[src/rtl/rstout_pkg.sv]
package rstout_pkg;

  typedef enum logic [1:0] {
    PH_RUN  = 2'd0,
    PH_HOLD = 2'd1,
    PH_WAIT = 2'd2
  } phase_t;

  // Recovery length chosen by the busy state sampled at qualification.
  function automatic int recovery_len(input logic emb, input int emb_len, input int idle_len);
    return emb ? emb_len : idle_len;
  endfunction

  // Post-release window reload value: the counter reaches zero TRH-1
  // cycles after loading, and the phase leaves one cycle later.
  function automatic int release_reload(input int trh);
    return (trh > 0) ? trh - 1 : 0;
  endfunction

  function automatic int max_of(input int a, input int b);
    return (a > b) ? a : b;
  endfunction

endpackage

[src/rtl/rstout_sync.sv]
module rstout_sync #(
  parameter int   STAGES  = 2,
  parameter logic RST_VAL = 1'b1
) (
  input  logic clk,
  input  logic por_n,
  input  logic din,
  output logic dout
);

  logic [STAGES-1:0] chain_q;

  generate
    for (genvar g = 0; g < STAGES; g++) begin : g_stage
      if (g == 0) begin : g_first
        always_ff @(posedge clk or negedge por_n) begin
          if (!por_n) chain_q[g] <= RST_VAL;
          else        chain_q[g] <= din;
        end
      end else begin : g_rest
        always_ff @(posedge clk or negedge por_n) begin
          if (!por_n) chain_q[g] <= RST_VAL;
          else        chain_q[g] <= chain_q[g-1];
        end
      end
    end
  endgenerate

  assign dout = chain_q[STAGES-1];

endmodule

[src/rtl/rstout_qual.sv]
module rstout_qual #(
  parameter int TRP = 4
) (
  input  logic clk,
  input  logic por_n,
  input  logic arm,
  input  logic sig_low,
  output logic qual
);

  localparam int QW = $clog2(TRP + 1);
  localparam logic [QW-1:0] LAST = QW'(TRP - 1);

  logic [QW-1:0] low_cnt_q;

  always_ff @(posedge clk or negedge por_n) begin
    if (!por_n) begin
      low_cnt_q <= '0;
    end else if (arm && sig_low) begin
      if (low_cnt_q != LAST) low_cnt_q <= low_cnt_q + 1'b1;
    end else begin
      low_cnt_q <= '0;
    end
  end

  assign qual = arm && sig_low && (low_cnt_q == LAST);

endmodule

[src/rtl/rstout_timer.sv]
module rstout_timer #(
  parameter int MAXV = 16
) (
  input  logic                        clk,
  input  logic                        por_n,
  input  logic                        load,
  input  logic [$clog2(MAXV+1)-1:0]   load_val,
  input  logic                        en,
  output logic                        zero
);

  localparam int TW = $clog2(MAXV + 1);

  logic [TW-1:0] cnt_q;

  always_ff @(posedge clk or negedge por_n) begin
    if (!por_n) begin
      cnt_q <= '0;
    end else if (load) begin
      cnt_q <= load_val;
    end else if (en && (cnt_q != '0)) begin
      cnt_q <= cnt_q - 1'b1;
    end
  end

  assign zero = (cnt_q == '0);

endmodule

[src/rtl/rstout_ctrl.sv]
module rstout_ctrl #(
  parameter int TRP         = 4,
  parameter int TREADY_EMB  = 20,
  parameter int TREADY_IDLE = 6,
  parameter int TRH         = 5
) (
  input  logic clk,
  input  logic por_n,
  input  logic rst_pin_n,
  input  logic oe_pin_n,
  input  logic rd_req,
  input  logic wr_req,
  input  logic alg_busy,
  output logic dq_oe,
  output logic ready,
  output logic abort_pulse,
  output logic cmd_accept,
  output logic rd_fwd,
  output logic wr_fwd
);

  import rstout_pkg::*;

  localparam int REC_MAX = max_of(max_of(TREADY_EMB, TREADY_IDLE), 1);
  localparam int REC_W   = $clog2(REC_MAX + 1);
  localparam int RH_MAX  = max_of(TRH, 1);
  localparam int RH_W    = $clog2(RH_MAX + 1);
  localparam logic [RH_W-1:0] RH_LOAD = RH_W'(release_reload(TRH));

  // Named internal events, visible to the bound checker.
  logic   rst_sync;
  logic   oe_sync_n;
  logic   qual_evt;
  logic   rec_done;
  logic   rh_done;
  logic   in_run;
  logic   release_evt;
  logic   emb_q;
  logic   abort_q;
  phase_t phase_q, phase_d;
  logic [REC_W-1:0] rec_load_val;

  rstout_sync #(.STAGES(2), .RST_VAL(1'b1)) u_sync_rst (
    .clk(clk), .por_n(por_n), .din(rst_pin_n), .dout(rst_sync)
  );

  rstout_sync #(.STAGES(2), .RST_VAL(1'b1)) u_sync_oe (
    .clk(clk), .por_n(por_n), .din(oe_pin_n), .dout(oe_sync_n)
  );

  assign in_run = (phase_q == PH_RUN);

  rstout_qual #(.TRP(TRP)) u_qual (
    .clk(clk), .por_n(por_n), .arm(in_run), .sig_low(!rst_sync), .qual(qual_evt)
  );

  assign rec_load_val = REC_W'(recovery_len(alg_busy, TREADY_EMB, TREADY_IDLE));

  rstout_timer #(.MAXV(REC_MAX)) u_rec (
    .clk(clk), .por_n(por_n), .load(qual_evt), .load_val(rec_load_val),
    .en(!in_run), .zero(rec_done)
  );

  assign release_evt = (phase_q == PH_HOLD) && rst_sync;

  rstout_timer #(.MAXV(RH_MAX)) u_rh (
    .clk(clk), .por_n(por_n), .load(release_evt), .load_val(RH_LOAD),
    .en(phase_q == PH_WAIT), .zero(rh_done)
  );

  always_comb begin
    phase_d = phase_q;
    unique case (phase_q)
      PH_RUN:  if (qual_evt) phase_d = PH_HOLD;
      PH_HOLD: if (rst_sync) phase_d = PH_WAIT;
      PH_WAIT: begin
        if (!rst_sync)                phase_d = PH_HOLD;
        else if (rh_done && rec_done) phase_d = PH_RUN;
      end
      default: phase_d = PH_RUN;
    endcase
  end

  always_ff @(posedge clk or negedge por_n) begin
    if (!por_n) begin
      phase_q <= PH_RUN;
      emb_q   <= 1'b0;
      abort_q <= 1'b0;
    end else begin
      phase_q <= phase_d;
      abort_q <= qual_evt;
      if (qual_evt) emb_q <= alg_busy;
    end
  end

  assign abort_pulse = abort_q;
  assign cmd_accept  = in_run;
  assign rd_fwd      = rd_req && in_run;
  assign wr_fwd      = wr_req && in_run;
  assign dq_oe       = in_run && !oe_sync_n;
  assign ready       = in_run ? !alg_busy : !(emb_q && !rec_done);

endmodule

[config.mk]
export PLATFORM = sky130hd
export DESIGN_NAME = rstout_ctrl
export DESIGN_NICKNAME = d
export VERILOG_FILES = /design/src/rtl/rstout_pkg.sv /design/src/rtl/rstout_sync.sv /design/src/rtl/rstout_qual.sv /design/src/rtl/rstout_timer.sv /design/src/rtl/rstout_ctrl.sv
export SDC_FILE = /design/constraint.sdc
export NUM_CORES = 1
export LEC_CHECK = 0
export ABC_AREA = 1
export CELL_PAD_IN_SITES_DETAIL_PLACEMENT = 0
export CELL_PAD_IN_SITES_GLOBAL_PLACEMENT = 1
export CORE_ASPECT_RATIO = 1.1
export CORE_MARGIN = 2
export CORE_UTILIZATION = 42
export DETAILED_ROUTE_END_ITERATION = 16
export HOLD_SLACK_MARGIN = 0.06
export PLACE_DENSITY = 0.9
export REMOVE_ABC_BUFFERS = 1
export SYNTH_ARGS = -nofsm -noshare
export SYNTH_HDL_FRONTEND = slang
export SYNTH_SLANG_ARGS = --single-unit
[constraint.sdc]
create_clock -name clk -period 4.1 [get_ports clk]
set_clock_uncertainty 0.15 [all_clocks]
set_input_delay 1.025 -clock clk [delete_from_list [all_inputs] [get_ports clk]]
set_output_delay 1.025 -clock clk [all_outputs]
set_load 0.005 [all_outputs]
Word level (Yosys, flattened, before mapping)

Index checks and enable logic that the tools add are counted.

Flip-flop bits (word level): 19
Latch bits: 0
RAM bits: 0
Bits in read-only memories: 0
Output and inout bits: 6
Logic and storage cells: 58
Memories kept: 0

$add $sub $neg: 3
Multipliers: 0
Divide/modulo/power cells: 0
Magnitude comparators: 0
Equality and inequality tests: 8
Shifts and indexed selects: 0
Muxes and demuxes: 13
Bitwise gates (word level): 0
Reduce and logical (&&, ||, !) cells: 24

Operator list:

| cell                | count |
|---|---|
| $mux 5              | 3 |
| $mux 3              | 4 |
| $logic_and 1x1->1   | 10 |
| $mux 2              | 4 |
| $logic_not 1->1     | 6 |
| $pmux 2 s3          | 1 |
| $logic_not 5->1     | 1 |
| $reduce_bool 5->1   | 1 |
| $sub 5x1->5 const B | 1 |
| $ne 2x2->1 const B  | 2 |
| $reduce_bool 2->1   | 2 |
| $add 3x1->3 const B | 1 |
| $eq 3x2->1 const B  | 1 |
| $logic_not 3->1     | 1 |
| $ne 3x2->1 const B  | 1 |
| $ne 3x3->1 const B  | 1 |
| $reduce_and 3->1    | 1 |
| $reduce_bool 3->1   | 1 |
| $sub 3x1->3 const B | 1 |
| $eq 2x1->1 const B  | 1 |
| $eq 2x2->1 const B  | 1 |
| $logic_not 2->1     | 1 |
| $ne 2x1->1 const B  | 1 |
| $mux 1              | 1 |

Depth between registers and ports, before layout

Depth in word-level cells: 5
Gate-level depth with buffers: 9

By module

From an unflattened synthesis, not the netlist that was laid out.

Cells, all modules: 134
Area, all modules: 1041.0 um^2

Modules (own cells, without submodules):

| module                | instances | cells each | area an instance (um^2) | seq. area each (um^2) |
|---|---|---|---|---|
| rstout_timer at u_rec | 1         | 46         | 335.3                   | 125.1 |
| rstout_ctrl           | 1         | 35         | 242.7                   | 100.1 |
| rstout_timer at u_rh  | 1         | 27         | 192.7                   | 75.1 |
| rstout_qual           | 1         | 22         | 165.2                   | 75.1 |
| rstout_sync           | 2         | 2          | 52.6                    | 52.6 |

Least setup slack after synthesis

OpenSTA, ideal clock, no wires.

Kind: input port to output port
Start: input alg_busy
End: output ready
Data arrival time: 1200 ps
Data required time: 2925 ps
Setup slack: 1725 ps
Stages: 1
Path buffers: 0
Path through: a22oi_1

Cells in the longest elaborated chain, start to end: 2

Ends and longest elaborated chain:

| element            | line               | text |
|---|---|---|
| start: declaration | rstout_ctrl.sv:13  | `input logic alg_busy,` |
| $logic_not 1->1    | rstout_ctrl.sv:101 | `assign ready = in_run ? !alg_busy : !(emb_q && !rec_done);` |
| $mux 1             | rstout_ctrl.sv:101 |  |
| end: declaration   | rstout_ctrl.sv:15  | `output logic ready,` |

Every way passes these cells.

Worst setup path after layout

Ends and elaborated chain as after synthesis.

==> report_table.html <==
<table>
<tr><th>Metric</th><th>Value</th></tr>
<tr><th colspan="2">STA</th></tr>
<tr><td>Number of setup violations in the final report</td><td>0</td></tr>
<tr><td>Worst hold slack</td><td>213.8 ps</td></tr>
<tr><td>Maximum frequency from static timing analysis</td><td>299.4 MHz</td></tr>
<tr><td>Slew Limit Headroom</td><td>around 45%</td></tr>
<tr><td>Count of final hold-check violations</td><td>0</td></tr>
<tr><td>Final clock period utilization by the worst path</td><td>81.46%</td></tr>
<tr><td>Post-layout minimum cycle time</td><td>3340 ps</td></tr>
<tr><td>Transition time of the tightest slew-check pin</td><td>slightly above 800 ps</td></tr>
<tr><td>Fin Setup TNS</td><td>0 ps</td></tr>
<tr><td>Setup repair after global routing missed its margin</td><td>false</td></tr>
<tr><td>Number of pins exceeding their max-slew limit in the final report</td><td>0</td></tr>
<tr><th colspan="2">Cells and area</th></tr>
<tr><td>Fill cell count</td><td>between 200 and 250</td></tr>
<tr><td>Multi-input gate area</td><td>~390 um^2</td></tr>
<tr><td>Most frequent cells in the layout</td><td>sky130_fd_sc_hd__nand2_1 (28), sky130_fd_sc_hd__inv_1 (16), sky130_fd_sc_hd__dfrtp_1 (15)</td></tr>
<tr><td>Most frequent standard cell in the layout excluding fill and tap cells</td><td>sky130_fd_sc_hd__nand2_1</td></tr>
<tr><td>Final instance area</td><td>1134 um^2</td></tr>
<tr><td>Share of final-layout standard cells stronger than drive strength 1</td><td>approximately 16%</td></tr>
<tr><td>Layout-stage area growth over the synthesis result</td><td>19.53%</td></tr>
<tr><td>Diode count</td><td>0</td></tr>
<tr><td>Fin cells</td><td>approximately 150</td></tr>
<tr><td>FF+latch area</td><td>480.5 um^2</td></tr>
<tr><td>Number of nets in the final layout</td><td>approximately 140</td></tr>
<tr><th colspan="2">CTS</th></tr>
<tr><td>Clock Tree Buf Depth</td><td>2</td></tr>
<tr><td>Number of instances resized during post-cts repair</td><td>0</td></tr>
<tr><td>CTS H-Tree Depth</td><td>1</td></tr>
<tr><td>CTS tree</td><td>built</td></tr>
<tr><td>Clock sink count</td><td>19</td></tr>
<tr><td>CTS root buffer</td><td>sky130_fd_sc_hd__clkbuf_4</td></tr>
<tr><td>CTS clk-pin slew, worst paths</td><td>110 ps</td></tr>
<tr><td>Cts hold-fix bufs</td><td>0</td></tr>
<tr><td>Number of setup buffers added after CTS</td><td>0</td></tr>
<tr><td>Insertion delay of the later-clocked pin in the worst-skew pair</td><td>300 ps</td></tr>
<tr><td>Total CTS buffers</td><td>3</td></tr>
<tr><th colspan="2">GRT</th></tr>
<tr><td>Number of antenna violations at the first check in global routing</td><td>0</td></tr>
<tr><td>Sum of overflow across all layers after global routing</td><td>0</td></tr>
<tr><td>Global-route wire length before repair</td><td>slightly above 3 mm</td></tr>
<tr><td>Vias in the first global route</td><td>approximately 760</td></tr>
<tr><td>Global-route usage over all layers</td><td>15.77%</td></tr>
<tr><td>Pin count of the biggest net entering global routing</td><td>20</td></tr>
<tr><th colspan="2">Synth</th></tr>
<tr><td>Yosys warning count</td><td>0</td></tr>
<tr><td>Count of unique library cells instantiated by Yosys</td><td>20</td></tr>
<tr><td>Area share of the largest cell type after synthesis</td><td>39.58%</td></tr>
<tr><td>Instance count of the mapped netlist</td><td>107</td></tr>
<tr><td>Count of state elements after synthesis</td><td>19</td></tr>
<tr><td>Area contributors post-synth</td><td>sky130_fd_sc_hd__dfrtp_1 (40%), sky130_fd_sc_hd__dfstp_2 (11%), sky130_fd_sc_hd__nand2_1 (11%)</td></tr>
<tr><td>Syn Area/Cell</td><td>a little under 9 um^2</td></tr>
<tr><td>Netlist area before placement</td><td>948.4 um^2</td></tr>
<tr><td>Yosys top cell by area</td><td>sky130_fd_sc_hd__dfrtp_1</td></tr>
<tr><td>Share of the yosys chip area belonging to registers</td><td>between 50% and 60%</td></tr>
<tr><th colspan="2">Power</th></tr>
<tr><td>Cell area power density</td><td>roughly 720 nW/um^2</td></tr>
<tr><td>Clock power share</td><td>11.7%</td></tr>
<tr><td>Internal power consumption</td><td>0.4715 mW</td></tr>
<tr><td>Combinational share of power</td><td>52.2%</td></tr>
<tr><td>Sequential fraction of design power</td><td>between 30% and 40%</td></tr>
<tr><td>IR drop worst, VDD</td><td>0.4344 mV</td></tr>
<tr><td>Final Total Pwr</td><td>0.8171 mW</td></tr>
<tr><td>Net switching share of the total power</td><td>a little over two fifths</td></tr>
<tr><td>Standby leakage power</td><td>0.5853 nW</td></tr>
<tr><td>Switching pwr</td><td>around 0.35 mW</td></tr>
<tr><th colspan="2">Routing</th></tr>
<tr><td>Drt pass-1 iters</td><td>4</td></tr>
<tr><td>Number of vias per cell after detailed routing</td><td>4.693</td></tr>
<tr><td>Detailed-route DRC error count</td><td>0</td></tr>
<tr><td>Routed wire length</td><td>1.638 mm</td></tr>
<tr><td>Mean routed wirelength per cell</td><td>about 11 um</td></tr>
<tr><td>Residual antenna-violating net count after detailed routing</td><td>0</td></tr>
<tr><td>Vias</td><td>about 720</td></tr>
<tr><td>Number of violations reported at the end of detailed-routing iteration 0</td><td>9</td></tr>
<tr><th colspan="2">Floorplanning</th></tr>
<tr><td>Die Height</td><td>around 54 um</td></tr>
<tr><td>Area of the core</td><td>roughly 2200 um^2</td></tr>
<tr><td>Die width</td><td>between 40 and 50 um</td></tr>
<tr><td>Die Footprint</td><td>~2700 um^2</td></tr>
<tr><td>Starting density of the core</td><td>about 43%</td></tr>
<tr><td>Site Rows</td><td>18</td></tr>
<tr><td>Ports</td><td>13</td></tr>
<tr><th colspan="2">Placed design</th></tr>
<tr><td>HPWL reported at the end of detailed placement</td><td>between 1 and 1.5 mm</td></tr>
<tr><td>Number of I/O port buffers</td><td>12</td></tr>
<tr><td>Global placement routability congestion</td><td>approximately 0.76</td></tr>
<tr><td>Placed Area</td><td>around 1100 um^2</td></tr>
<tr><td>Number of placed instances, taps included</td><td>approximately 150</td></tr>
<tr><th colspan="2">Worst setup path</th></tr>
<tr><td>Worst Path Required</td><td>between 2000 and 3000 ps</td></tr>
<tr><td>Setup slack on the worst flop-to-flop path</td><td>about 2500 ps</td></tr>
<tr><td>FF-to-FF End</td><td>u_rec.cnt_q[1]</td></tr>
<tr><td>Beginning of the worst register-to-register path</td><td>u_qual.low_cnt_q[0]</td></tr>
<tr><td>Cell type of the slowest stage on the worst timing path</td><td>sky130_fd_sc_hd__clkdlybuf4s50_1</td></tr>
<tr><td>Worst setup path class</td><td>in -&gt; out</td></tr>
<tr><td>Largest stage delay on the critical path</td><td>between 500 and 600 ps</td></tr>
<tr><td>Series of cell instances along the critical path</td><td>clkdlybuf4s50_1 &gt; a22oi_1 &gt; clkdlybuf4s50_1</td></tr>
<tr><td>Arrival time at the worst endpoint</td><td>roughly 2200 ps</td></tr>
<tr><td>Most used cell along the critical path</td><td>sky130_fd_sc_hd__clkdlybuf4s50_1</td></tr>
<tr><td>Critical Path Start Type</td><td>input pin</td></tr>
<tr><td>Reg2Reg Depth</td><td>7</td></tr>
<tr><td>Maximum fanout along the worst path</td><td>2</td></tr>
<tr><td>Critical path endpoint category</td><td>output pin</td></tr>
<tr><th colspan="2">Job</th></tr>
<tr><td>Max-cap viol count</td><td>0</td></tr>
<tr><th colspan="2">Hold path</th></tr>
<tr><td>Source of the worst hold timing path</td><td>u_sync_rst.chain_q[0]</td></tr>
<tr><td>Worst Hold End</td><td>u_sync_rst.dout</td></tr>
<tr><td>Tightest Hold Check Type</td><td>reg -&gt; reg</td></tr>
<tr><td>Cells on Worst Hold Path</td><td>0</td></tr>
<tr><th colspan="2">Status</th></tr>
<tr><td>Result of the run</td><td>finished, final reports clean</td></tr>
</table>
-- state kept, by name, summed over array words and instances (netlist names) --
name	count
u_sync_rst.chain_q	1
u_sync_oe.dout	1
abort_pulse	1
u_sync_rst.dout	1
u_sync_oe.chain_q	1
u_qual.low_cnt_q	3
u_rh.cnt_q	3
u_rec.cnt_q	5
phase_q	2
emb_q	1
-- power by group through the flow --
stage               clock network (mW)  registers (mW)  logic (mW)
floorplan                            0           0.288       0.307
global placement                     0           0.293       0.418
detailed placement                   0           0.299       0.433
CTS                              0.101           0.296       0.435
global route                     0.110           0.302       0.499
finish                          0.0957           0.295       0.427
-- logic make-up (layout without fill, tap and decap cells) --
group,after synthesis,in the layout,share of synthesized area (%)
simple gates,54,54,28.50
flops,19,19,50.66
buf+inv,20,36,7.915
fa+ha+maj,5,5,6.596
compound gates,9,9,6.334
-- worst max-delay path by stage --
stage / start / end / slack [ps] / cells after the start
detailed placement: wr_req / wr_fwd / 760 / 4
CTS: alg_busy / ready / 760 / 3
global route: u_rec.cnt_q[0] / ready / 680 / 7
finish: alg_busy / ready / 760 / 3
global placement: alg_busy / ready / 780 / 3
floorplan: alg_busy / ready / 1720 / 1
-- synth_stat cells --
| cell type | n |
|---|---|
| sky130_fd_sc_hd__nand2_1 | 28 |
| sky130_fd_sc_hd__inv_1 | 16 |
| sky130_fd_sc_hd__dfrtp_1 | 15 |
| sky130_fd_sc_hd__nand3_1 | 13 |
| sky130_fd_sc_hd__ha_1 | 5 |
| sky130_fd_sc_hd__nor2_1 | 5 |
| sky130_fd_sc_hd__dfstp_2 | 4 |
| sky130_fd_sc_hd__inv_2 | 4 |
| sky130_fd_sc_hd__o21ai_0 | 4 |
| sky130_fd_sc_hd__nand2_4 | 3 |
| sky130_fd_sc_hd__a211o_2 | 1 |
| sky130_fd_sc_hd__a22oi_1 | 1 |
| sky130_fd_sc_hd__nand2_2 | 1 |
| sky130_fd_sc_hd__nand3b_1 | 1 |
| sky130_fd_sc_hd__nand4_1 | 1 |
| sky130_fd_sc_hd__nor2_4 | 1 |
| sky130_fd_sc_hd__nor3_4 | 1 |
| sky130_fd_sc_hd__o21ai_2 | 1 |
| sky130_fd_sc_hd__o22ai_1 | 1 |
| sky130_fd_sc_hd__o31ai_1 | 1 |
-- critical path, delay by kind of cell --
| kind | cells | cell delay (ps) |
|---|---|---|
| buffers and inverters | 2 | 960 |
| AOI/OAI and AO/OA | 1 | 180 |
-- final cells by class --
cell class                      instances  share of cell area [%]
Clock buffer                            3                   1.987
Clock inverter                          1                  0.4415
Inverter                               20                   6.623
Multi-Input combinational cell         68                   34.66
Sequential cell                        19                   42.38
Tap cell                               30                   3.311
Timing Repair Buffer                   12                   10.60
-- layer usage --
metal  global-route usage [%]  part of all wire [%]
met1                    17.43                    44
met5                        0                     0
met3                    3.611                   5.6
met4                    8.571                   2.4
met2                    28.60                    47
-- stage by stage --
step	utilization (%)	setup slack (ps)
final	51.89	760.3
after global routing	51.89	677.5
after CTS	51.89	758.9
after detailed placement	50.63	762.6
after global placement	50.63	781.0
after floorplan	-	1725
Power figures use the tool's default switching activity.
